<file path="src/rtl/phyreg_pkg.sv">
package phyreg_pkg;
    typedef enum logic [1:0] {
        CMD_IDLE  = 2'd0,
        CMD_LONG  = 2'd1,
        CMD_SHORT = 2'd2
    } cmd_state_e;

    localparam logic [3:0] A_IDENT = 4'd0;
    localparam logic [3:0] A_GAP   = 4'd1;
    localparam logic [3:0] A_CAPS  = 4'd2;
    localparam logic [3:0] A_SPEED = 4'd3;
    localparam logic [3:0] A_LINK  = 4'd4;
    localparam logic [3:0] A_IRQ   = 4'd5;
    localparam logic [3:0] A_SEL   = 4'd7;
    localparam logic [3:0] A_WIN9  = 4'd9;
endpackage

</file>
<file path="src/rtl/phyreg_cmd_fsm.sv">
module phyreg_cmd_fsm
    import phyreg_pkg::*;
(
    input  logic clk,
    input  logic rst_n,
    input  logic long_wr,
    input  logic short_wr,
    output logic long_req,
    output logic short_req
);
    cmd_state_e state_q, state_d;

    always_ff @(posedge clk or negedge rst_n) begin
        if (!rst_n) state_q <= CMD_IDLE;
        else        state_q <= state_d;
    end

    always_comb begin
        state_d = CMD_IDLE;
        unique case (state_q)
            CMD_IDLE, CMD_LONG, CMD_SHORT: begin
                if (long_wr)       state_d = CMD_LONG;
                else if (short_wr) state_d = CMD_SHORT;
                else               state_d = CMD_IDLE;
            end
            default: state_d = CMD_IDLE;
        endcase
    end

    always_comb begin
        long_req  = 1'b0;
        short_req = 1'b0;
        unique case (state_q)
            CMD_LONG:  long_req  = 1'b1;
            CMD_SHORT: short_req = 1'b1;
            default: ;
        endcase
    end

    a_r4_req_exclusive: assert property (@(posedge clk) disable iff (!rst_n)
        $onehot0({long_req, short_req}));
    a_r4_long_follows: assert property (@(posedge clk) disable iff (!rst_n)
        long_wr |=> long_req);
    a_r4_short_follows: assert property (@(posedge clk) disable iff (!rst_n)
        (short_wr && !long_wr) |=> short_req);
    a_r4_single_pulse: assert property (@(posedge clk) disable iff (!rst_n)
        (long_req && !long_wr) |=> !long_req);
endmodule

</file>
<file path="src/rtl/phyreg_port_slot.sv">
module phyreg_port_slot (
    input  logic clk,
    input  logic rst_n,
    input  logic conn,
    input  logic bias,
    input  logic dis,
    input  logic fault,
    input  logic en_wr,
    input  logic en_val,
    input  logic fault_clr,
    output logic int_en,
    output logic fault_lat,
    output logic chg_evt
);
    logic [3:0] seen_q;
    logic       fault_q;

    always_ff @(posedge clk or negedge rst_n) begin
        if (!rst_n) begin
            seen_q    <= '0;
            fault_q   <= 1'b0;
            int_en    <= 1'b0;
            fault_lat <= 1'b0;
        end else begin
            seen_q    <= {conn, bias, dis, fault};
            fault_q   <= fault;
            if (en_wr) int_en <= en_val;
            fault_lat <= (fault & ~fault_q) | (fault_lat & ~(en_wr & fault_clr));
        end
    end

    assign chg_evt = int_en && ({conn, bias, dis, fault} != seen_q);

    a_r10_fault_latch: assert property (@(posedge clk) disable iff (!rst_n)
        $rose(fault) |=> fault_lat);
endmodule

</file>
<file path="src/rtl/phyreg_irq.sv">
module phyreg_irq (
    input  logic       clk,
    input  logic       rst_n,
    input  logic       cps,
    input  logic       loop_evt,
    input  logic       timeout_evt,
    input  logic       port_chg_any,
    input  logic       resume_any,
    input  logic       irq_wr,
    input  logic [7:0] wd,
    output logic       loop_f,
    output logic       pwr_fail_f,
    output logic       timeout_f,
    output logic       port_event_f,
    output logic       resume_en
);
    logic cps_q;
    logic evt_set;

    assign evt_set = port_chg_any | (resume_any & resume_en);

    always_ff @(posedge clk or negedge rst_n) begin
        if (!rst_n) begin
            cps_q        <= 1'b0;
            loop_f       <= 1'b0;
            pwr_fail_f   <= 1'b1;
            timeout_f    <= 1'b0;
            port_event_f <= 1'b0;
            resume_en    <= 1'b0;
        end else begin
            cps_q        <= cps;
            loop_f       <= loop_evt | (loop_f & ~(irq_wr & wd[6]));
            pwr_fail_f   <= (cps_q & ~cps) | (pwr_fail_f & ~(irq_wr & wd[5]));
            timeout_f    <= timeout_evt | (timeout_f & ~(irq_wr & wd[4]));
            port_event_f <= evt_set | (port_event_f & ~(irq_wr & wd[3]));
            if (irq_wr) resume_en <= wd[2];
        end
    end

    a_r6_pwrfail_set: assert property (@(posedge clk) disable iff (!rst_n)
        ($past(rst_n) && $fell(cps)) |=> pwr_fail_f);
    a_r7_loop_set: assert property (@(posedge clk) disable iff (!rst_n)
        loop_evt |=> loop_f);
    a_r11_event_clear: assert property (@(posedge clk) disable iff (!rst_n)
        (irq_wr && wd[3] && !port_chg_any && !resume_any) |=> !port_event_f);
endmodule

</file>
<file path="src/rtl/phy_cfg_regfile.sv">
module phy_cfg_regfile
    import phyreg_pkg::*;
#(
    parameter int          NUM_PORTS  = 3,
    parameter int          PORT_W     = 4,
    parameter int          PAGE_W     = 3,
    parameter logic [23:0] VENDOR_ID  = 24'hA1B2C3,
    parameter logic [23:0] PRODUCT_ID = 24'h0D0E0F
) (
    input  logic                   clk,
    input  logic                   rst_n,
    input  logic [3:0]             addr,
    input  logic                   wr_en,
    input  logic [7:0]             wr_data,
    output logic [7:0]             rd_data,
    input  logic [5:0]             node_id,
    input  logic                   is_root,
    input  logic                   cable_pwr,
    input  logic                   lps,
    input  logic                   strap_contender,
    input  logic [2:0]             strap_pwr_class,
    input  logic                   loop_evt,
    input  logic                   timeout_evt,
    input  logic [2*NUM_PORTS-1:0] port_a_line,
    input  logic [2*NUM_PORTS-1:0] port_b_line,
    input  logic [NUM_PORTS-1:0]   port_child,
    input  logic [NUM_PORTS-1:0]   port_conn,
    input  logic [NUM_PORTS-1:0]   port_bias,
    input  logic [NUM_PORTS-1:0]   port_dis,
    input  logic [NUM_PORTS-1:0]   port_fault,
    input  logic [3*NUM_PORTS-1:0] port_speed,
    input  logic [NUM_PORTS-1:0]   port_resume,
    output logic [5:0]             gap_count,
    output logic                   contender,
    output logic [2:0]             pwr_class,
    output logic                   link_active,
    output logic                   bus_reset_req,
    output logic                   short_reset_req,
    output logic                   irq_port_event,
    output logic                   irq_pwr_fail,
    output logic                   irq_loop,
    output logic                   irq_timeout
);
    localparam logic [4:0] PORT_COUNT = 5'(NUM_PORTS);

    logic [PAGE_W-1:0]    page_sel;
    logic [PORT_W-1:0]    port_sel;
    logic                 link_ctrl;
    logic                 resume_en;
    logic                 win9_wr;
    logic [NUM_PORTS-1:0] int_en, fault_lat, chg;

    always_ff @(posedge clk or negedge rst_n) begin
        if (!rst_n) begin
            gap_count <= 6'h3F;
            link_ctrl <= 1'b0;
            page_sel  <= '0;
            port_sel  <= '0;
        end else if (wr_en) begin
            if (addr == A_GAP)  gap_count <= wr_data[5:0];
            if (addr == A_LINK) link_ctrl <= wr_data[7];
            if (addr == A_SEL) begin
                page_sel <= wr_data[7:5];
                port_sel <= wr_data[PORT_W-1:0];
            end
        end
    end

    // strap values are captured while reset is held
    always_ff @(posedge clk) begin
        if (!rst_n) begin
            contender <= strap_contender;
            pwr_class <= strap_pwr_class;
        end else if (wr_en && addr == A_LINK) begin
            contender <= wr_data[6];
            pwr_class <= wr_data[2:0];
        end
    end

    assign link_active = link_ctrl & lps;
    assign win9_wr = wr_en && (addr == A_WIN9) && (page_sel == '0);

    phyreg_cmd_fsm u_cmd (
        .clk(clk), .rst_n(rst_n),
        .long_wr(wr_en && addr == A_GAP && wr_data[7]),
        .short_wr(wr_en && addr == A_IRQ && wr_data[7]),
        .long_req(bus_reset_req), .short_req(short_reset_req)
    );

    for (genvar gp = 0; gp < NUM_PORTS; gp++) begin : g_port
        phyreg_port_slot u_slot (
            .clk(clk), .rst_n(rst_n),
            .conn(port_conn[gp]), .bias(port_bias[gp]),
            .dis(port_dis[gp]), .fault(port_fault[gp]),
            .en_wr(win9_wr && port_sel == PORT_W'(gp)),
            .en_val(wr_data[4]), .fault_clr(wr_data[3]),
            .int_en(int_en[gp]), .fault_lat(fault_lat[gp]), .chg_evt(chg[gp])
        );
    end

    phyreg_irq u_irq (
        .clk(clk), .rst_n(rst_n), .cps(cable_pwr),
        .loop_evt(loop_evt), .timeout_evt(timeout_evt),
        .port_chg_any(|chg), .resume_any(|port_resume),
        .irq_wr(wr_en && addr == A_IRQ), .wd(wr_data),
        .loop_f(irq_loop), .pwr_fail_f(irq_pwr_fail), .timeout_f(irq_timeout),
        .port_event_f(irq_port_event), .resume_en(resume_en)
    );

    logic [7:0] stat0, stat1, win;
    logic       port_ok;

    always_comb begin
        stat0   = '0;
        stat1   = '0;
        port_ok = 1'b0;
        for (int p = 0; p < NUM_PORTS; p++) begin
            if (port_sel == PORT_W'(p)) begin
                port_ok = 1'b1;
                stat0 = {port_a_line[2*p +: 2], port_b_line[2*p +: 2], port_child[p],
                         port_conn[p], port_bias[p], port_dis[p]};
                stat1 = {port_speed[3*p +: 3], int_en[p], fault_lat[p], 3'b000};
            end
        end
    end

    always_comb begin
        win = '0;
        if (page_sel == PAGE_W'(0)) begin
            if (port_ok) begin
                if (addr[2:0] == 3'd0) win = stat0;
                if (addr[2:0] == 3'd1) win = stat1;
            end
        end else if (page_sel == PAGE_W'(1)) begin
            case (addr[2:0])
                3'd0:    win = 8'h01;
                3'd2:    win = VENDOR_ID[23:16];
                3'd3:    win = VENDOR_ID[15:8];
                3'd4:    win = VENDOR_ID[7:0];
                3'd5:    win = PRODUCT_ID[23:16];
                3'd6:    win = PRODUCT_ID[15:8];
                3'd7:    win = PRODUCT_ID[7:0];
                default: win = '0;
            endcase
        end
    end

    always_comb begin
        if (addr[3]) rd_data = win;
        else begin
            case (addr)
                A_IDENT: rd_data = {node_id, is_root, cable_pwr};
                A_GAP:   rd_data = {bus_reset_req, 1'b0, gap_count};
                A_CAPS:  rd_data = {3'b111, PORT_COUNT};
                A_SPEED: rd_data = 8'h40;
                A_LINK:  rd_data = {link_ctrl, contender, 3'b000, pwr_class};
                A_IRQ:   rd_data = {short_reset_req, irq_loop, irq_pwr_fail, irq_timeout,
                                    irq_port_event, resume_en, 2'b00};
                A_SEL:   rd_data = {page_sel, 1'b0, port_sel};
                default: rd_data = '0;
            endcase
        end
    end

    a_r3_gap_hold: assert property (@(posedge clk) disable iff (!rst_n)
        !(wr_en && addr == A_GAP) |=> $stable(gap_count));
    a_r5_link_needs_lps: assert property (@(posedge clk) disable iff (!rst_n)
        !lps |-> !link_active);
endmodule

</file>
<file path="config.mk">
export PLATFORM = sky130hd
export DESIGN_NAME = phy_cfg_regfile
export DESIGN_NICKNAME = d
export VERILOG_FILES = /design/src/rtl/phyreg_pkg.sv /design/src/rtl/phyreg_cmd_fsm.sv /design/src/rtl/phyreg_port_slot.sv /design/src/rtl/phyreg_irq.sv /design/src/rtl/phy_cfg_regfile.sv
export SDC_FILE = /design/constraint.sdc
export NUM_CORES = 1
export LEC_CHECK = 0
export BUFFER_PORTS_ARGS = -buffer_cell sky130_fd_sc_hd__buf_4
export CORE_UTILIZATION = 35
export CTS_CLUSTER_SIZE = 24
export DETAILED_ROUTE_END_ITERATION = 12
export GPL_TIMING_DRIVEN = 0
export HOLD_SLACK_MARGIN = 0.02
export SETUP_SLACK_MARGIN = 0.02
export SLEW_MARGIN = 20
export SYNTH_ARGS = -nofsm -noshare
export SYNTH_HDL_FRONTEND = slang
export SYNTH_HIERARCHICAL = 1
export SYNTH_SLANG_ARGS = --single-unit
</file>
<file path="constraint.sdc">
create_clock -name clk -period 5 [get_ports clk]
set_input_delay 1 -clock clk [delete_from_list [all_inputs] [get_ports clk]]
set_output_delay 1 -clock clk [all_outputs]
set_load 0.01 [all_outputs]
</file>
# Yosys cells after proc, flatten, opt, wreduce, memory -nomap -nowiden
# Index checks and enable logic that the tools add are counted.
[totals]
reg_bits = 47
input_bits = 69
word_cells = 137
out_inout_bits = 25
[op_classes]
n_mux = 26
bitwise_logic = 39
eq_ne = 23
reduce_logical = 24
[op_table]
columns = ["op", "n"]
rows = [
  ["$pmux 8 s7", 2],
  ["$mux 8", 12],
  ["$and 1x1->1", 20],
  ["$logic_and 1x1->1", 13],
  ["$eq 3x3->1 const B", 4],
  ["$eq 4x2->1 const B", 3],
  ["$eq 4x3->1 const B", 3],
  ["$ne 4x4->1", 3],
  ["$not 1->1", 11],
  ["$reduce_or 3->1", 3],
  ["$eq 4x1->1 const B", 2],
  ["$logic_not 4->1", 2],
  ["$or 1x1->1", 8],
  ["$mux 1", 7],
  ["$eq 3x1->1 const B", 2],
  ["$eq 3x2->1 const B", 2],
  ["$logic_not 3->1", 2],
  ["$mux 2", 3],
  ["$mux 3", 2],
  ["$reduce_and 2->1", 3],
  ["$eq 4x4->1 const B", 1],
  ["$eq 2x1->1 const B", 1],
  ["$eq 2x2->1 const B", 1],
  ["$logic_not 2->1", 1],
  ["$ne 2x1->1 const B", 1],
]

# Logic depth before layout (Yosys ltp)
[logic_depth]
depth_word = 9
depth_mapped = 7
ltp_nobuf = 5

# Hierarchy
# The synthesis kept the hierarchy.
[modules_own_cells]
columns = ["module", "seq_area_each_um2", "area_per_inst_um2", "cells_each", "n_inst"]
rows = [
  ["phy_cfg_regfile", 478.0, 1776.7, 205, 1],
  ["phyreg_port_slot", 150.1, 225.2, 17, 3],
  ["phyreg_irq", 151.4, 215.2, 16, 1],
  ["phyreg_cmd_fsm", 50.0, 82.6, 7, 1],
]

# Worst setup path after synthesis
# Ideal clock, no wire load.
[synth_timing]
path_kind = "input port to output port"
start = "input port addr[2]"
end = "output port rd_data[0]"
cell_stages = 7
n_path_buf = 3
required_ns = 4.000
slack_ns = 1.739
arrival_time_ns = 2.261
cell_sequence = "buf_2 > buf_1 > clkbuf_1 > nand3_1 > nand3b_1 > o21ai_0 > a21oi_1"
[synth_via]
elab_chain_cells = 6
word_cells_on_any_way = 23
cone_classes = "eq/ne: 13; mux: 8; reduce/logical: 2"
[synth_rtl]
columns = ["item", "line", "text"]
rows = [
  ["start: declaration", "phy_cfg_regfile.sv:12", "input logic [3:0] addr,"],
  ["parallel branches: the longest is 5 deep, another holds $pmux 8 s7", "n/a", ""],
  ["$mux 8 (*)", "phy_cfg_regfile.sv:149", "if (addr[3]) rd_data = win;"],
  ["end: declaration", "phy_cfg_regfile.sv:15", "output logic [7:0] rd_data,"],
]
# Every way passes the cells marked *.

# Worst setup path after layout
# Ends and elaborated chain as after synthesis.

==> impl_metrics.ini <==
[critical_path]
max_stage_delay_ps = 460
cp.required_ps = 4000
worst_path_most_repeated_cell = buf_4
critPathBufInv = 5
worstPathMaxFanout = 10
arrival_ps = 2960
critPathCaptureType = output pin
start_kind = input pin
crit_family = buffers and inverters
cp_slowest_cell = clkbuf_1
crit_type = in -> out
path_cells = buf_4 -> buf_2 -> buf_1 -> clkbuf_1 -> nand3_1 -> nand3b_1 -> o21ai_0 -> a21oi_1 -> buf_4

[floorplanning]
core_mm2 = 0.00741
row_count = 31
die_area_mm2 = 0.00822
fp.dieH_um = 90.6
initial_core_util_pct = 37.1
die_x_um = 90.6
pin_count = 94

[timing]
rsz0062_at_grt = no
fin_worst_skew_ps = 6.06
relSlewSlack_pct = 43.1
drv_slew = 0
max_freq_ghz = 0.253
max_slew.worst_pin.slew_ps = 843
final_hold_viol_count = 0
setup_tns_ps = 0
min_period_over_period_pct = 79.2
setup_viol = 0
fin_crit_ps = 3960

[synthesis]
synthFlopType = dfrtp_1
ys_seq_area_share_pct = 41.1
synth.distinct_cells = 55
synth_cells = 279
syn-num-nets = 351
avgSynthCellArea_um2 = 9.86
ys_seq_elements = 44
synth_area_mm2 = 0.00275
ys_warn_count = 6
synth_edf_count = 4
synthArstFlopShare_pct = 90.9

[routing]
vias_per_cell = 5.38
antenna_left = 0
wirelength_mm = 8.69
wl_per_cell_um = 18.1
via_count = 2575
remaining_drc_errors = 0
first_iter_violations = 152
dr.pass1.iters = 5

[clock_tree]
cts_hold_buffers = 0
cts_root_buf = clkbuf_8
cts_made_buffers = 5
htreeDepth = 2
clock_latency_ps = 300
ctsResizeCount = 0
post_cts_buffers = 0
cts_tree = done
cts.clk_slew.worst_paths_ps = 90
clockBufferDepth = 2
clkSinkCount = 44

[global_route]
grt_pass1_vias = 2607
grt_overflow = 0
antenna_found_initial = 0
grt_pass1_wl_mm = 14.0
grt_max_degree = 46
grt_use_total_pct = 21.9

[placed_design]
place.gp.congestion = 0.883
port_buffers = 93
hpwl_mm = 6.72

[cells_and_area]
post_route_cells_drive_above_1_share_pct = 36.8
final_nets = 451
syn_to_final_growth_pct = 33.4
diodes = 0
post-route-util_pct = 49.5
final_cell_mix = 93 x buf_4, 33 x dfrtp_1, 23 x mux2_2
final_common_cell = buf_4

[power_and_ir_drop]
peakVddDrop_mv = 0.158
total_leakage_power_nw = 1.57
p_per_area_mw_per_mm2 = 286

[worst_hold_path]
hp-class = reg -> reg

[flow_run]
cap_violations = 0

[run_status]
status = complete, no violations
-- kinds of logic after synthesis --
family,Yosys count,synth area share (%)
AOI/OAI and AO/OA,73,19.6
muxes,33,13.1
buffers and inverters,30,4.60
adders and majority gates,3,1.37
DFF,44,41.1
and+or+nand+nor,87,17.4
xor gates and xnor gates,9,2.87
-- flip-flops by register name, summed over array words and instances (netlist names) --
name,flops
u_irq/port_event_f,1
pwr_class,3
u_irq/pwr_fail_f,1
gap_count,6
contender,1
g_port.u_slot/fault_lat,3
u_irq/loop_f,1
link_ctrl,1
u_irq/resume_en,1
g_port.u_slot/int_en,3
g_port.u_slot/seen_q,12
u_irq/timeout_f,1
page_sel,3
u_irq/cps_q,1
port_sel,4
u_cmd/state_q,2
-- routing by layer --
| metal | routed length, um | track usage, % | share of wire [%] | vias to the layer above |
|---|---|---|---|---|
| met2 | 3870 | 33.6 | 45 | 96 |
| met3 | 497 | 2.86 | 5.7 | 4 |
| li1 | - | - | - | 1241 |
| met1 | 4260 | 33.0 | 49 | 1234 |
| met5 | 0 | 0 | 0 | - |
| met4 | 62 | 4.03 | 0.71 | 0 |
-- final timing paths --
| kind | cells after the start | slack [ps] | from | end |
|---|---|---|---|---|
| setup / recovery | 9 | 1040 | addr[2] | rd_data[0] |
| min in group asynchronous | 1 | 680 | rst_n | g_port[0].u_slot/seen_q[2] |
| hold / removal | 1 | 480 | g_port[0].u_slot/fault_lat | g_port[0].u_slot/fault_lat |
| hold reg to reg | 1 | 480 | g_port[0].u_slot/fault_lat | g_port[0].u_slot/fault_lat |
| max in group asynchronous | 1 | 3910 | rst_n | u_irq/loop_f |
| setup reg to reg | 5 | 2780 | port_sel[0] | g_port[1].u_slot/fault_lat |
-- synth_stat cells, types with 2 or more instances --
master | n | area, um2
a21oi_1 | 10 | 50.1
clkbuf_1 | 10 | 37.5
dfrtp_1 | 33 | 826
nand2b_1 | 6 | 37.5
a32o_1 | 2 | 20.0
nor4_1 | 5 | 31.3
nor4b_1 | 2 | 17.5
inv_1 | 12 | 45.0
edfxtp_1 | 4 | 120
a211o_1 | 2 | 17.5
a2bb2oi_1 | 3 | 26.3
o21ai_0 | 11 | 55.1
and3_1 | 2 | 12.5
mux2_2 | 23 | 259
mux2i_1 | 10 | 100
a211oi_1 | 4 | 30.0
buf_2 | 5 | 25.0
or2_2 | 2 | 12.5
nor2b_1 | 6 | 37.5
nand3_1 | 5 | 25.0
or3_1 | 5 | 31.3
o32ai_1 | 3 | 26.3
nor2_1 | 11 | 41.3
a32oi_1 | 3 | 26.3
dfstp_2 | 7 | 184
nand2_1 | 17 | 63.8
buf_1 | 2 | 7.51
o31ai_1 | 2 | 15.0
o2bb2ai_1 | 7 | 61.3
and2_1 | 4 | 25.0
xnor2_1 | 9 | 78.8
ha_1 | 3 | 37.5
a31oi_1 | 2 | 12.5
a21o_1 | 8 | 60.1
a221o_1 | 4 | 40.0
nand3b_1 | 3 | 22.5
nor3b_1 | 3 | 22.5
a41oi_1 | 3 | 26.3
nor3_1 | 10 | 50.1
-- report_power, final --
group / switching, mW / internal, mW / total, mW
Combinational: 0.186 / 0.177 / 0.363
Sequential: 0.0328 / 0.413 / 0.446
Clock: 0.130 / 0.112 / 0.242
-- area by class of cell --
type	count	area, um2
Clock buffer	6	82.6
Tap cell	99	124
Timing Repair Buffer	93	698
Inverter	12	45.0
Buffer	18	81.3
Fill cell	737	3740
Clock inverter	2	15.0
Multi-Input combinational cell	205	1490
Sequential cell	44	1130
-- stage by stage --
step | power, mW | std cells | area (um2) | hold slack [ps] | setup slack [ps]
floorplan | 0.655 | 279 | 2750 | 447 | 1740
global placement | 0.812 | 471 | 3570 | 453 | 1070
detailed placement | 0.815 | 471 | 3570 | 465 | 1090
CTS | 1.06 | 479 | 3670 | 486 | 1070
global route | 1.11 | 479 | 3670 | 509 | 911
finish | 1.05 | 479 | 3670 | 485 | 1040
Note: power is estimated with default switching activity, not from simulation.
